$ cat src/rtl/rx_idle_timer.sv
module rx_idle_timer #(
  parameter int CTRL_W    = 16,
  parameter int STS_W     = 8,
  parameter int LEN_W     = 4,
  parameter int LEN_LSB   = 12,
  parameter int EN_BIT    = 7,
  parameter int FORCE_BIT = 11,
  parameter int FLAG_BIT  = 3
) (
  input  logic              clk,
  input  logic              rst_n,
  input  logic              baud_tick,
  input  logic              byte_stored,
  input  logic [CTRL_W-1:0] ctrl,
  input  logic [1:0]        data_code,
  input  logic              two_stop,
  input  logic              data_ready,
  input  logic              trig_cancel,
  input  logic              sts_wr,
  input  logic [STS_W-1:0]  sts_wdata,
  output logic              timeout_flag,
  output logic              rx_irq_set
);
  localparam int MAX_CHAR = 11;
  localparam int LEFT_W   = $clog2(((1 << LEN_W) - 1) * MAX_CHAR + 1);

  logic              armed;
  logic [LEFT_W-1:0] left;
  logic [3:0]        char_len;
  logic [LEFT_W-1:0] load_val;
  logic              en, expire, fire;

  assign en       = ctrl[EN_BIT];
  assign char_len = 4'd7 + {2'b00, data_code} + {3'b000, two_stop};
  assign load_val = LEFT_W'(ctrl[LEN_LSB +: LEN_W]) * LEFT_W'(char_len);
  assign expire   = armed & en & baud_tick & ~trig_cancel & (left <= LEFT_W'(1));
  assign fire     = expire & (data_ready | ctrl[FORCE_BIT]);

  always_ff @(posedge clk) begin
    if (!rst_n) begin
      armed        <= 1'b0;
      left         <= '0;
      timeout_flag <= 1'b0;
      rx_irq_set   <= 1'b0;
    end else begin
      rx_irq_set <= fire;
      if (fire)
        timeout_flag <= 1'b1;
      else if (sts_wr && sts_wdata[FLAG_BIT])
        timeout_flag <= 1'b0;

      if (!en || trig_cancel) begin
        armed <= 1'b0;
      end else if (byte_stored) begin
        armed <= 1'b1;
        left  <= load_val;
      end else if (expire) begin
        armed <= 1'b0;
      end else if (armed && baud_tick) begin
        left <= left - LEFT_W'(1);
      end
    end
  end
endmodule


$ cat config.mk
export PLATFORM = sky130hd
export DESIGN_NAME = rx_idle_timer
export DESIGN_NICKNAME = d
export VERILOG_FILES = /design/src/rtl/rx_idle_timer.sv
export SDC_FILE = /design/constraint.sdc
export NUM_CORES = 1
export LEC_CHECK = 0
export BUFFER_PORTS_ARGS = -buffer_cell sky130_fd_sc_hd__buf_2
export CAP_MARGIN = 5
export CORE_UTILIZATION = 35
export CTS_BUF_LIST = sky130_fd_sc_hd__clkbuf_4 sky130_fd_sc_hd__clkbuf_8 sky130_fd_sc_hd__clkbuf_16
export CTS_CLUSTER_DIAMETER = 40
export DETAILED_ROUTE_END_ITERATION = 8
export HOLD_SLACK_MARGIN = 0.12
export SLEW_MARGIN = 20
export SYNTH_ARGS = -nofsm -noshare
export SYNTH_HDL_FRONTEND = slang
export SYNTH_SLANG_ARGS = --single-unit
$ cat constraint.sdc
create_clock -name clk -period 3.95 [get_ports clk]
set_input_delay 0.1975 -clock clk [delete_from_list [all_inputs] [get_ports clk]]
set_output_delay 0.1975 -clock clk [all_outputs]
set_load 0.005 [all_outputs]
* Word level (Yosys, flattened, before mapping) *
Cells that the tools add are included.

word-level totals
  register bits after elaboration = 11
  bits of input ports = 34
  output and inout port bits = 2
  logic and storage cells = 35

operators by class
  add/sub/neg operators = 3
  multiply operators = 1
  order comparisons = 1
  equal/unequal tests = 1
  multiplexer cells = 7
  bitwise logic cells = 9
  reduce and logical (&&, ||, !) cells = 9

operators with widths
  cell                 count
  $mux 8               3
  $le 8x1->1 const B   1
  $mul 4x4->8          1
  $sub 8x1->8 const B  1
  $reduce_bool 2->1    3
  $and 1x1->1          5
  $add 3x2->4 const A  1
  $add 4x1->4          1
  $mux 1               4
  $not 1->1            3
  $reduce_and 3->1     1
  $logic_and 1x1->1    2
  $ne 2x2->1 const B   1
  $reduce_or 2->1      1
  $logic_not 1->1      1
  $logic_or 1x1->1     1
  $or 1x1->1           1

* Logic depth before layout (Yosys ltp) *
Gate-level depths: netlist of run 1.

  word-level depth = 6
  mapped depth = 13

* Least setup slack after synthesis of run 1 *
OpenSTA, ideal clock, no wires.

  kind = input -> register
  from = input data_code[0]
  to = register left[6]
  data arrival time = 2.882 ns
  data required time = 3.835 ns
  path slack = 0.953 ns
  cell stages on the path = 12
  path buffers = 0
  path through = inv_1 -> ha_1 -> ha_1 -> mux2_2 -> ha_1 -> fa_1 -> fa_1 -> a21o_1 -> a21oi_1 -> xor2_1 -> nor2_1 -> o21a_1

on the way
  word-level cells in the longest chain between the ends = 4

RTL lines
  what                    RTL line  source
  start: declaration      15        input logic [1:0] data_code,
  $add 3x2->4             34        assign char_len = 4'd7 + {2'b00, data_code} + {3'b000, two_stop};
  $add 4x1->4             34
  $mul 4x4->8             35        assign load_val = LEFT_W'(ctrl[LEN_LSB +: LEN_W]) * LEFT_W'(char_len);
  $mux 8                  54        end else if (byte_stored) begin
  end signal: assignment  56        left <= load_val;
  end signal: assignment  60        left <= left - LEFT_W'(1);
  end: declaration        28        logic [LEFT_W-1:0] left;

Every way passes these cells.
A chain may end at the register's enable or synchronous reset.

* Final worst setup path of run 1 *
  from = input data_code[0]
  to = register left[7]

Same word-level chain as after synthesis.

==> flow_metrics.py, run 1 <==
metrics = {
    "outcome": {
        "status": "finished, final reports clean",
    },
    "finish": {
        "nets": 204,
        "mostFrequentLayoutCells": "buf_2, ha_1, nand2_1, o21ai_0, dfxtp_1",
        "utilization_pct": 41.8,
        "fillerInstances": 316,
        "mostFrequentLayoutCell": "buf_2",
        "diodes": 0,
        "area_delta_synth_final_pct": 14.0,
        "layout-drive-gt1-share_pct": 21.3,
    },
    "critical_path": {
        "r2r_cells": 5,
        "cp_max_fo": 5,
        "cp.required_ps": 4120,
        "worst_setup_path_end_kind": "flop",
        "setup.worst_path.start_class": "input pin",
        "cp.arrival_ps": 3340,
        "r2r-start": "left[3]$_SDFFE_PN0P_",
        "ff2ff_setup_slack_ps": 1940,
        "path_class": "input pin to flop",
        "r2r_end": "left[5]$_SDFFE_PN0P_",
    },
    "detailed_routing": {
        "wl_microns": 2380,
        "via_per_inst": 5.20,
        "drt_iter0_drc": 47,
        "num_vias": 1008,
        "first_pass_iters": 6,
        "drc": 0,
        "wl_per_cell_microns": 12.3,
        "antenna_left": 0,
    },
    "sta": {
        "drv_slew": 0,
        "skew_ps": 2.75,
        "whs_ps": 236,
        "final.setup.tns_ps": 0,
        "finalHoldViolCount": 0,
        "max_freq_mhz": 316,
        "maxSlewHeadroom_pct": 63.3,
        "worst_pin_slew_ps": 545,
        "finalSetupViolCount": 0,
        "period_share_pct": 80.1,
        "rsz0062_at_grt": "false",
        "final.min_clock_period_ps": 3160,
    },
    "floorplanning": {
        "die-width_microns": 58.3,
        "rows": 20,
        "core_area_sq_mm": 0.00303,
        "die_area_sq_mm": 0.00340,
        "die_y_microns": 58.3,
        "io_pins": 36,
        "start_util_pct": 36.7,
    },
    "cts": {
        "cts_setup_buffers": 0,
        "htreeDepth": 1,
        "cts_buffer_depth": 2,
        "cts_tree": "done",
        "cts_hold_buf": 0,
        "path_clk_slew_ps": 80,
        "numCtsBuffers": 3,
        "cts_resized": 0,
        "clk_root_buffer_cell": "clkbuf_4",
        "clkSinkCount": 11,
        "worstSkewPairLatency_ps": 270,
    },
    "grt": {
        "grt_pass1_wl_microns": 3970,
        "grt_overflow_total": 0,
        "antenna_found_initial": 0,
        "grt_max_degree": 22,
        "busiest_layer": "met2",
        "gr-usage-met1_pct": 18.9,
        "grtUsageMet2_pct": 26.3,
        "grt.total_usage_pct": 14.7,
        "gr-usage-met3_pct": 2.86,
        "grt_pass1_vias": 961,
    },
    "pwr": {
        "sequentialPowerShare_pct": 35.8,
        "ir_worst_vdd_mv": 0.120,
        "swShare_pct": 34.5,
        "powerDensity_mw_per_mm2": 268,
        "pwr-share-comb_pct": 38.3,
        "p_leak_nw": 0.587,
        "switching_power_mw": 0.117,
        "p_int_mw": 0.222,
        "p_clk_share_pct": 25.9,
    },
    "logic_synthesis": {
        "ys_ff_latch": 11,
        "synthDominantCellAreaShare_pct": 19.8,
        "ys_seq_area_share_pct": 19.8,
        "synth.distinct_cells": 40,
        "syn_nets": 186,
        "syn_area_sq_mm": 0.00111,
        "syn_inst": 133,
        "synth.avg_cell_area_sq_um": 8.34,
        "yosys.area.top_type": "dfxtp_1",
        "ys_warn_count": 0,
        "synth_area_leaders": "dfxtp_1, ha_1, nor2b_1",
    },
    "flow_run": {
        "max_cap_violations": 0,
    },
    "worst_hold_path": {
        "hold_path_depth": 4,
        "hold_start": "trig_cancel",
        "hold_class": "input pin to flop",
        "holdPathEnd": "armed$_SDFFE_PP0P_",
    },
    "placement": {
        "port_buffers": 18,
        "gp_congestion": 0.820,
        "dp_hpwl_microns": 1870,
    },
}
==> cells by family (layout without fill, tap and decap cells) <==
logic type	after synthesis	after routing	share of synthesized area [%]
flops	11	11	19.8
other cells	1	1	0.338
xor+xnor	3	3	2.37
buf+inv	11	28	3.83
fa+ha+maj	19	19	22.8
simple gates	51	51	27.1
compound gates	34	34	20.7
mux	3	3	3.04
==> routing by layer <==
metal,part of all wire (%),vias up
li1,-,513
met1,49,489
met2,49,6
met3,1.5,0
met4,0,0
met5,0,-
==> registers in the layout, indices dropped and copies added, names as in the netlist <==
register      cells
armed             1
left              8
rx_irq_set        1
timeout_flag      1
==> cells in the mapped netlist <==
master / count
nor4_1: 2
nand3_1: 1
a31o_2: 1
or3b_2: 1
xor2_1: 3
dfxtp_1: 11
nor4b_1: 2
ha_1: 17
nor3_1: 3
or3_2: 2
or3_1: 1
conb_1: 1
nor3b_1: 2
a21oi_1: 5
o311ai_0: 1
mux2_2: 3
and2_1: 2
nor4_4: 1
o21ai_0: 11
o21a_1: 3
or4_4: 1
o211ai_1: 1
fa_1: 2
nor2_1: 9
o21a_4: 1
o31ai_1: 1
nor2b_1: 10
clkbuf_1: 4
nand2_1: 11
buf_2: 1
a21o_1: 2
o41ai_1: 1
nand3b_1: 1
inv_1: 6
a21boi_0: 4
nand4b_1: 1
o211a_1: 1
nand2b_1: 1
o31a_1: 1
a211oi_1: 1
==> power groups by stage <==
stage	Sequential (mW)	Combinational [mW]	Clock (mW)
floorplan	0.122	0.100	0
global placement	0.123	0.126	0
detailed placement	0.124	0.129	0
CTS	0.121	0.129	0.0905
global route	0.122	0.147	0.0923
finish	0.121	0.130	0.0876
==> cell type report <==
type / instances / area (sq um) / area share [%]
multi-input combinational: 111 / 847 / 67.0
sequential: 11 / 220 / 17.4
timing repair buffer: 18 / 90.1 / 7.12
tap: 44 / 55.1 / 4.35
clock buffer: 4 / 30.0 / 2.37
inverter: 6 / 22.5 / 1.78
==> worst max path at each step <==
stage,start,to,depth (start not counted)
2_1_floorplan,data_code[0],left[6]$_SDFFE_PN0P_,12
3_3_place_gp,data_code[0],left[7]$_SDFFE_PN0P_,13
3_5_place_dp,data_code[0],left[7]$_SDFFE_PN0P_,13
4_1_cts,data_code[0],left[7]$_SDFFE_PN0P_,13
5_1_grt,data_code[0],left[7]$_SDFFE_PN0P_,13
6_report,data_code[0],left[7]$_SDFFE_PN0P_,13
==> metrics by stage <==
stage / worst slack, ps / area, sq um / total power, mW / instances
global route: 583 / 1260 / 0.361 / 194
finish: 788 / 1260 / 0.338 / 194
CTS: 830 / 1260 / 0.341 / 194
detailed placement: 539 / 1230 / 0.252 / 190
global placement: 616 / 1230 / 0.249 / 190
floorplan: 953 / 1110 / 0.222 / 133
==> critical path, cell delays in order <==
cell      delay, ps
buf_2           100
inv_1            50
ha_1            140
ha_1            250
mux2_2          360
ha_1            300
fa_1            530
ha_1            330
a211oi_1        330
nor4b_1         100
nor4b_1         390
nor3_1          100
o21a_1          170
Power figures use the tool's default switching activity.
==> run 2: changes to the inputs <==
- clock period: 3.95 -> 2.7 ns (I/O delays scaled with it)
==> run 2 against run 1 <==
- largest power group unchanged
- clock skew fell by 0.50 ps
- highest routed layer unchanged
- die area did not move
- utilization rose by 5.6 points
- non-clock buffer count rose by 7
- via count rose by 3.1%
- design area rose by 13%
- critical path depth did not move
- first-iteration DRC count rose by 6.4%
- flip-flop and latch count did not move
- global-route usage rose by 0.93 points
- hold slack got worse by 94 ps
- wire length rose by 1.8%
==> flow_metrics.py, run 2 (same netlist as run 1, synthesis figures left out) <==
metrics = {
    "outcome": {
        "status": "finished, final reports clean",
    },
    "sta": {
        "finalWorstSetupSlack_ps": 93.1,
        "skew_ps": 2.25,
        "max_freq_mhz": 384,
        "final.setup.tns_ps": 0,
        "worst_pin_slew_ps": 606,
        "finalSetupViolCount": 0,
        "drv_slew": 0,
        "final.min_clock_period_ps": 2610,
        "rsz0062_at_grt": "true",
        "period_share_pct": 96.6,
        "maxSlewHeadroom_pct": 59.1,
        "finalHoldViolCount": 0,
    },
    "grt": {
        "grt_overflow_total": 0,
        "grt_max_degree": 22,
        "grt_pass1_vias": 1000,
        "grt.total_usage_pct": 15.7,
        "antenna_found_initial": 0,
        "grt_pass1_wl_microns": 4260,
    },
    "floorplanning": {
        "start_util_pct": 36.7,
        "die_area_sq_mm": 0.00340,
        "io_pins": 36,
        "die_y_microns": 58.3,
        "die-width_microns": 58.3,
        "core_area_sq_mm": 0.00303,
        "rows": 20,
    },
    "detailed_routing": {
        "first_pass_iters": 4,
        "wl_per_cell_microns": 12.0,
        "antenna_left": 0,
        "drc": 0,
        "num_vias": 1039,
        "via_per_inst": 5.17,
        "drt_iter0_drc": 50,
        "wl_microns": 2420,
    },
    "flow_run": {
        "max_cap_violations": 0,
    },
    "cts": {
        "cts_tree": "done",
        "numCtsBuffers": 3,
        "cts_buffer_depth": 2,
        "path_clk_slew_ps": 80,
        "clk_root_buffer_cell": "clkbuf_4",
        "htreeDepth": 1,
        "worstSkewPairLatency_ps": 270,
        "clkSinkCount": 11,
        "cts_hold_buf": 0,
        "cts_setup_buffers": 0,
    },
    "worst_hold_path": {
        "hold_class": "input pin to flop",
    },
    "finish": {
        "diodes": 0,
        "nets": 211,
        "area_delta_synth_final_pct": 29.2,
        "top_register": "left",
        "mostFrequentLayoutCells": "buf_2, nand2_1, ha_1, dfxtp_1",
        "layout-drive-gt1-share_pct": 33.1,
        "final_cells": 201,
        "final_cell_area_sq_mm": 0.00143,
        "mostFrequentLayoutCell": "buf_2",
        "largest_register_ffs": 8,
    },
    "placement": {
        "place_ws_ps": -311,
        "gp_congestion": 0.786,
        "dp_hpwl_microns": 1910,
        "port_buffers": 18,
        "placed_area_sq_mm": 0.00136,
        "dp.cells": 197,
    },
    "critical_path": {
        "worst_setup_path_end_kind": "flop",
        "cp_max_fo": 2,
        "setup.worst_path.start_class": "input pin",
        "cp.required_ps": 2870,
        "cp.arrival_ps": 2780,
        "path_class": "input pin to flop",
    },
    "pwr": {
        "ir_worst_vdd_mv": 0.160,
        "powerDensity_mw_per_mm2": 377,
        "p_leak_nw": 0.623,
    },
}
==> run 2: cell types whose count changed in the layout (fill, tap and decap cells not counted), moves of 2 or more <==
cell | previous run | this run
a21oi_2 | 0 | 2
ha_1 | 17 | 11
buf_4 | 0 | 7
ha_4 | 0 | 6
fa_2 | 0 | 2
inv_1 | 6 | 4
a21oi_1 | 5 | 3
fa_1 | 2 | 0
==> run 2: area by class of cell <==
| cell class | count | area, sq um |
|---|---|---|
| clock buffer | 4 | 30.0 |
| fill | 301 | 1590 |
| inverter | 6 | 40.0 |
| multi-input combinational | 111 | 943 |
| sequential | 11 | 220 |
| tap | 44 | 55.1 |
| timing repair buffer | 25 | 145 |
==> run 2: per-stage QoR <==
| stage | hold slack, ps | power (mW) | util [%] |
|---|---|---|---|
| after detailed placement | 437 | 0.402 | 44.8 |
| after CTS | 146 | 0.529 | 45.8 |
| after global routing | 179 | 0.580 | 47.4 |
| after global placement | 424 | 0.398 | 44.8 |
| final | 142 | 0.541 | 47.4 |
| after floorplan | 288 | 0.338 | - |
==> run 2: path summary, 6_finish.rpt <==
kind,from,endpoint,slack (ps),cells past startpoint
setup / recovery,two_stop,left[7]$_SDFFE_PN0P_,90,13
hold / removal,trig_cancel,armed$_SDFFE_PP0P_,140,4
setup reg to reg,left[3]$_SDFFE_PN0P_,left[1]$_SDFFE_PN0P_,690,5
hold reg to reg,timeout_flag$_SDFFE_PN0P_,timeout_flag$_SDFFE_PN0P_,480,1
==> run 2: routing by layer <==
layer,GRT usage (%),up-vias,routed length [microns]
met5,0,-,0
met4,2.04,0,0
met3,2.64,0,54
met2,27.6,13,1180
met1,20.7,501,1190
li1,-,525,-
==> run 2: power breakdown <==
| part | total, mW | internal (mW) | switching, mW | leakage [nW] |
|---|---|---|---|---|
| combinational | 0.236 | 0.120 | 0.116 | 0.515 |
| clock | 0.128 | 0.0673 | 0.0604 | 0.0184 |
| sequential | 0.177 | 0.169 | 0.00792 | 0.0894 |
| total | 0.541 | 0.356 | 0.184 | 0.623 |
==> run 2: critical path, cell delays in order <==
cell	delay [ps]
clkbuf_4	150
inv_12	30
ha_4	150
ha_4	160
mux2_4	310
ha_4	240
fa_2	580
ha_4	210
a211oi_2	190
nor4b_1	80
nor4b_1	290
nor3_1	80
o21a_1	180
==> run 2: timing repair <==
| item | 4_1_cts | 5_1_grt |
|---|---|---|
| hold endpoints to repair | 0 | 0 |
| cloned | 0 | 0 |
| setup endpoints to repair | 1 | 4 |
| resized for setup | 0 | 8 |
| pin swaps | 1 | 3 |
==> run 3: changes to the inputs <==
- CORE_UTILIZATION: 35 -> 31
==> run 3 against run 2 <==
- first-iteration DRC count is 6.0% higher
- via count is 2.0% lower
- combinational power is 2% higher
- global-route usage is 1.9 points lower
- critical endpoint unchanged
- utilization is 4.8 points lower
==> flow_metrics.py, run 3 (same netlist as run 1, synthesis figures left out) <==
metrics = {
    "detailed_routing": {
        "drc": 0,
        "via_per_inst": 5.01,
        "wl_microns": 2390,
        "wl_per_cell_microns": 11.8,
        "antenna_left": 0,
        "num_vias": 1018,
        "first_pass_iters": 4,
        "drt_iter0_drc": 53,
    },
    "finish": {
        "top_register": "left",
        "area_delta_synth_final_pct": 30.1,
        "final_cells": 203,
        "largest_register_ffs": 8,
        "final_cell_area_sq_mm": 0.00144,
        "diodes": 0,
        "nets": 211,
        "mostFrequentLayoutCells": "buf_2, ha_1, nand2_1, dfxtp_1",
        "mostFrequentLayoutCell": "buf_2",
        "utilization_pct": 42.6,
        "layout-drive-gt1-share_pct": 33.8,
    },
    "sta": {
        "drv_slew": 0,
        "max_freq_mhz": 379,
        "period_share_pct": 97.7,
        "maxSlewHeadroom_pct": 63.2,
        "skew_ps": 2.09,
        "finalWorstSetupSlack_ps": 61.2,
        "worst_pin_slew_ps": 547,
        "finalHoldViolCount": 0,
        "finalSetupViolCount": 0,
        "final.min_clock_period_ps": 2640,
        "rsz0062_at_grt": "false",
    },
    "cts": {
        "clkSinkCount": 11,
        "clk_root_buffer_cell": "clkbuf_4",
        "cts_buffer_depth": 2,
        "cts_hold_buf": 0,
        "htreeDepth": 1,
        "cts_tree": "done",
        "path_clk_slew_ps": 70,
        "worstSkewPairLatency_ps": 270,
        "numCtsBuffers": 3,
        "cts_setup_buffers": 0,
    },
    "floorplanning": {
        "rows": 21,
        "die_y_microns": 61.8,
        "die-width_microns": 61.8,
        "start_util_pct": 32.7,
        "core_area_sq_mm": 0.00339,
        "die_area_sq_mm": 0.00382,
        "io_pins": 36,
    },
    "placement": {
        "gp_congestion": 0.785,
        "port_buffers": 18,
        "dp.cells": 199,
        "dp_hpwl_microns": 1920,
        "placed_area_sq_mm": 0.00136,
        "place_ws_ps": -309,
    },
    "grt": {
        "grt_pass1_vias": 926,
        "grtUsageMet2_pct": 25.0,
        "busiest_layer": "met2",
        "grt_max_degree": 22,
        "grt_overflow_total": 0,
        "gr-usage-met3_pct": 3.11,
        "grt_pass1_wl_microns": 3950,
        "gr-usage-met1_pct": 17.0,
        "antenna_found_initial": 0,
        "grt.total_usage_pct": 13.8,
    },
    "pwr": {
        "powerDensity_mw_per_mm2": 373,
        "ir_worst_vdd_mv": 0.134,
        "p_leak_nw": 0.632,
    },
    "flow_run": {
        "max_cap_violations": 0,
    },
    "critical_path": {
        "setup.worst_path.start_class": "input pin",
        "path_class": "input pin to flop",
        "worst_setup_path_end_kind": "flop",
        "cp.required_ps": 2870,
        "cp.arrival_ps": 2810,
        "cp_max_fo": 2,
    },
    "worst_hold_path": {
        "hold_class": "input pin to flop",
    },
    "outcome": {
        "status": "finished, final reports clean",
    },
}
[run 3: path summary, 6_finish.rpt]
| path | start | end | slack [ps] | cells after the start |
|---|---|---|---|---|
| worst min-delay path | trig_cancel | armed$_SDFFE_PP0P_ | 140 | 4 |
| worst max register to register | left[3]$_SDFFE_PN0P_ | left[1]$_SDFFE_PN0P_ | 690 | 5 |
| worst min register to register | timeout_flag$_SDFFE_PN0P_ | timeout_flag$_SDFFE_PN0P_ | 490 | 1 |
| worst max-delay path | two_stop | left[7]$_SDFFE_PN0P_ | 60 | 13 |
[run 3: per-stage QoR]
step / hold WS [ps] / power (mW) / setup TNS [ps]
2_1_floorplan: 288 / 0.338 / -2.58
3_3_place_gp: 422 / 0.397 / -857
3_5_place_dp: 433 / 0.401 / -1040
4_1_cts: 144 / 0.528 / 0
5_1_grt: 166 / 0.588 / 0
6_report: 144 / 0.539 / 0
[run 3: what timing repair did]
item	in CTS	in global routing
resized for setup	0	15
setup endpoints to repair	1	3
pin swaps	1	14
[run 3: area by class of cell]
class	count	area [sq um]
Fill cell	344	1950
Multi-Input combinational cell	111	937
Sequential cell	11	220
Timing Repair Buffer	25	159
Tap cell	46	57.6
Inverter	6	40.0
Clock buffer	4	30.0
[run 3: per-layer routing]
layer | wire (microns) | vias up
met4 | 14 | 0
met2 | 1210 | 15
met1 | 1110 | 476
li1 | - | 525
met3 | 52 | 2
met5 | 0 | -
[run 3: power by group]
group | leakage (nW) | switching, mW | internal, mW
clock | 0.0184 | 0.0553 | 0.0673
sequential | 0.0894 | 0.00781 | 0.169
combinational | 0.524 | 0.119 | 0.121
total | 0.632 | 0.182 | 0.357
[run 3: critical path: stages]
cell,delay (ps)
buf_8,90
inv_12,30
ha_4,150
ha_4,150
mux2_4,300
ha_4,220
fa_2,620
ha_4,220
a211oi_4,260
nor4b_2,80
nor4b_1,290
nor3_1,80
o21a_1,160
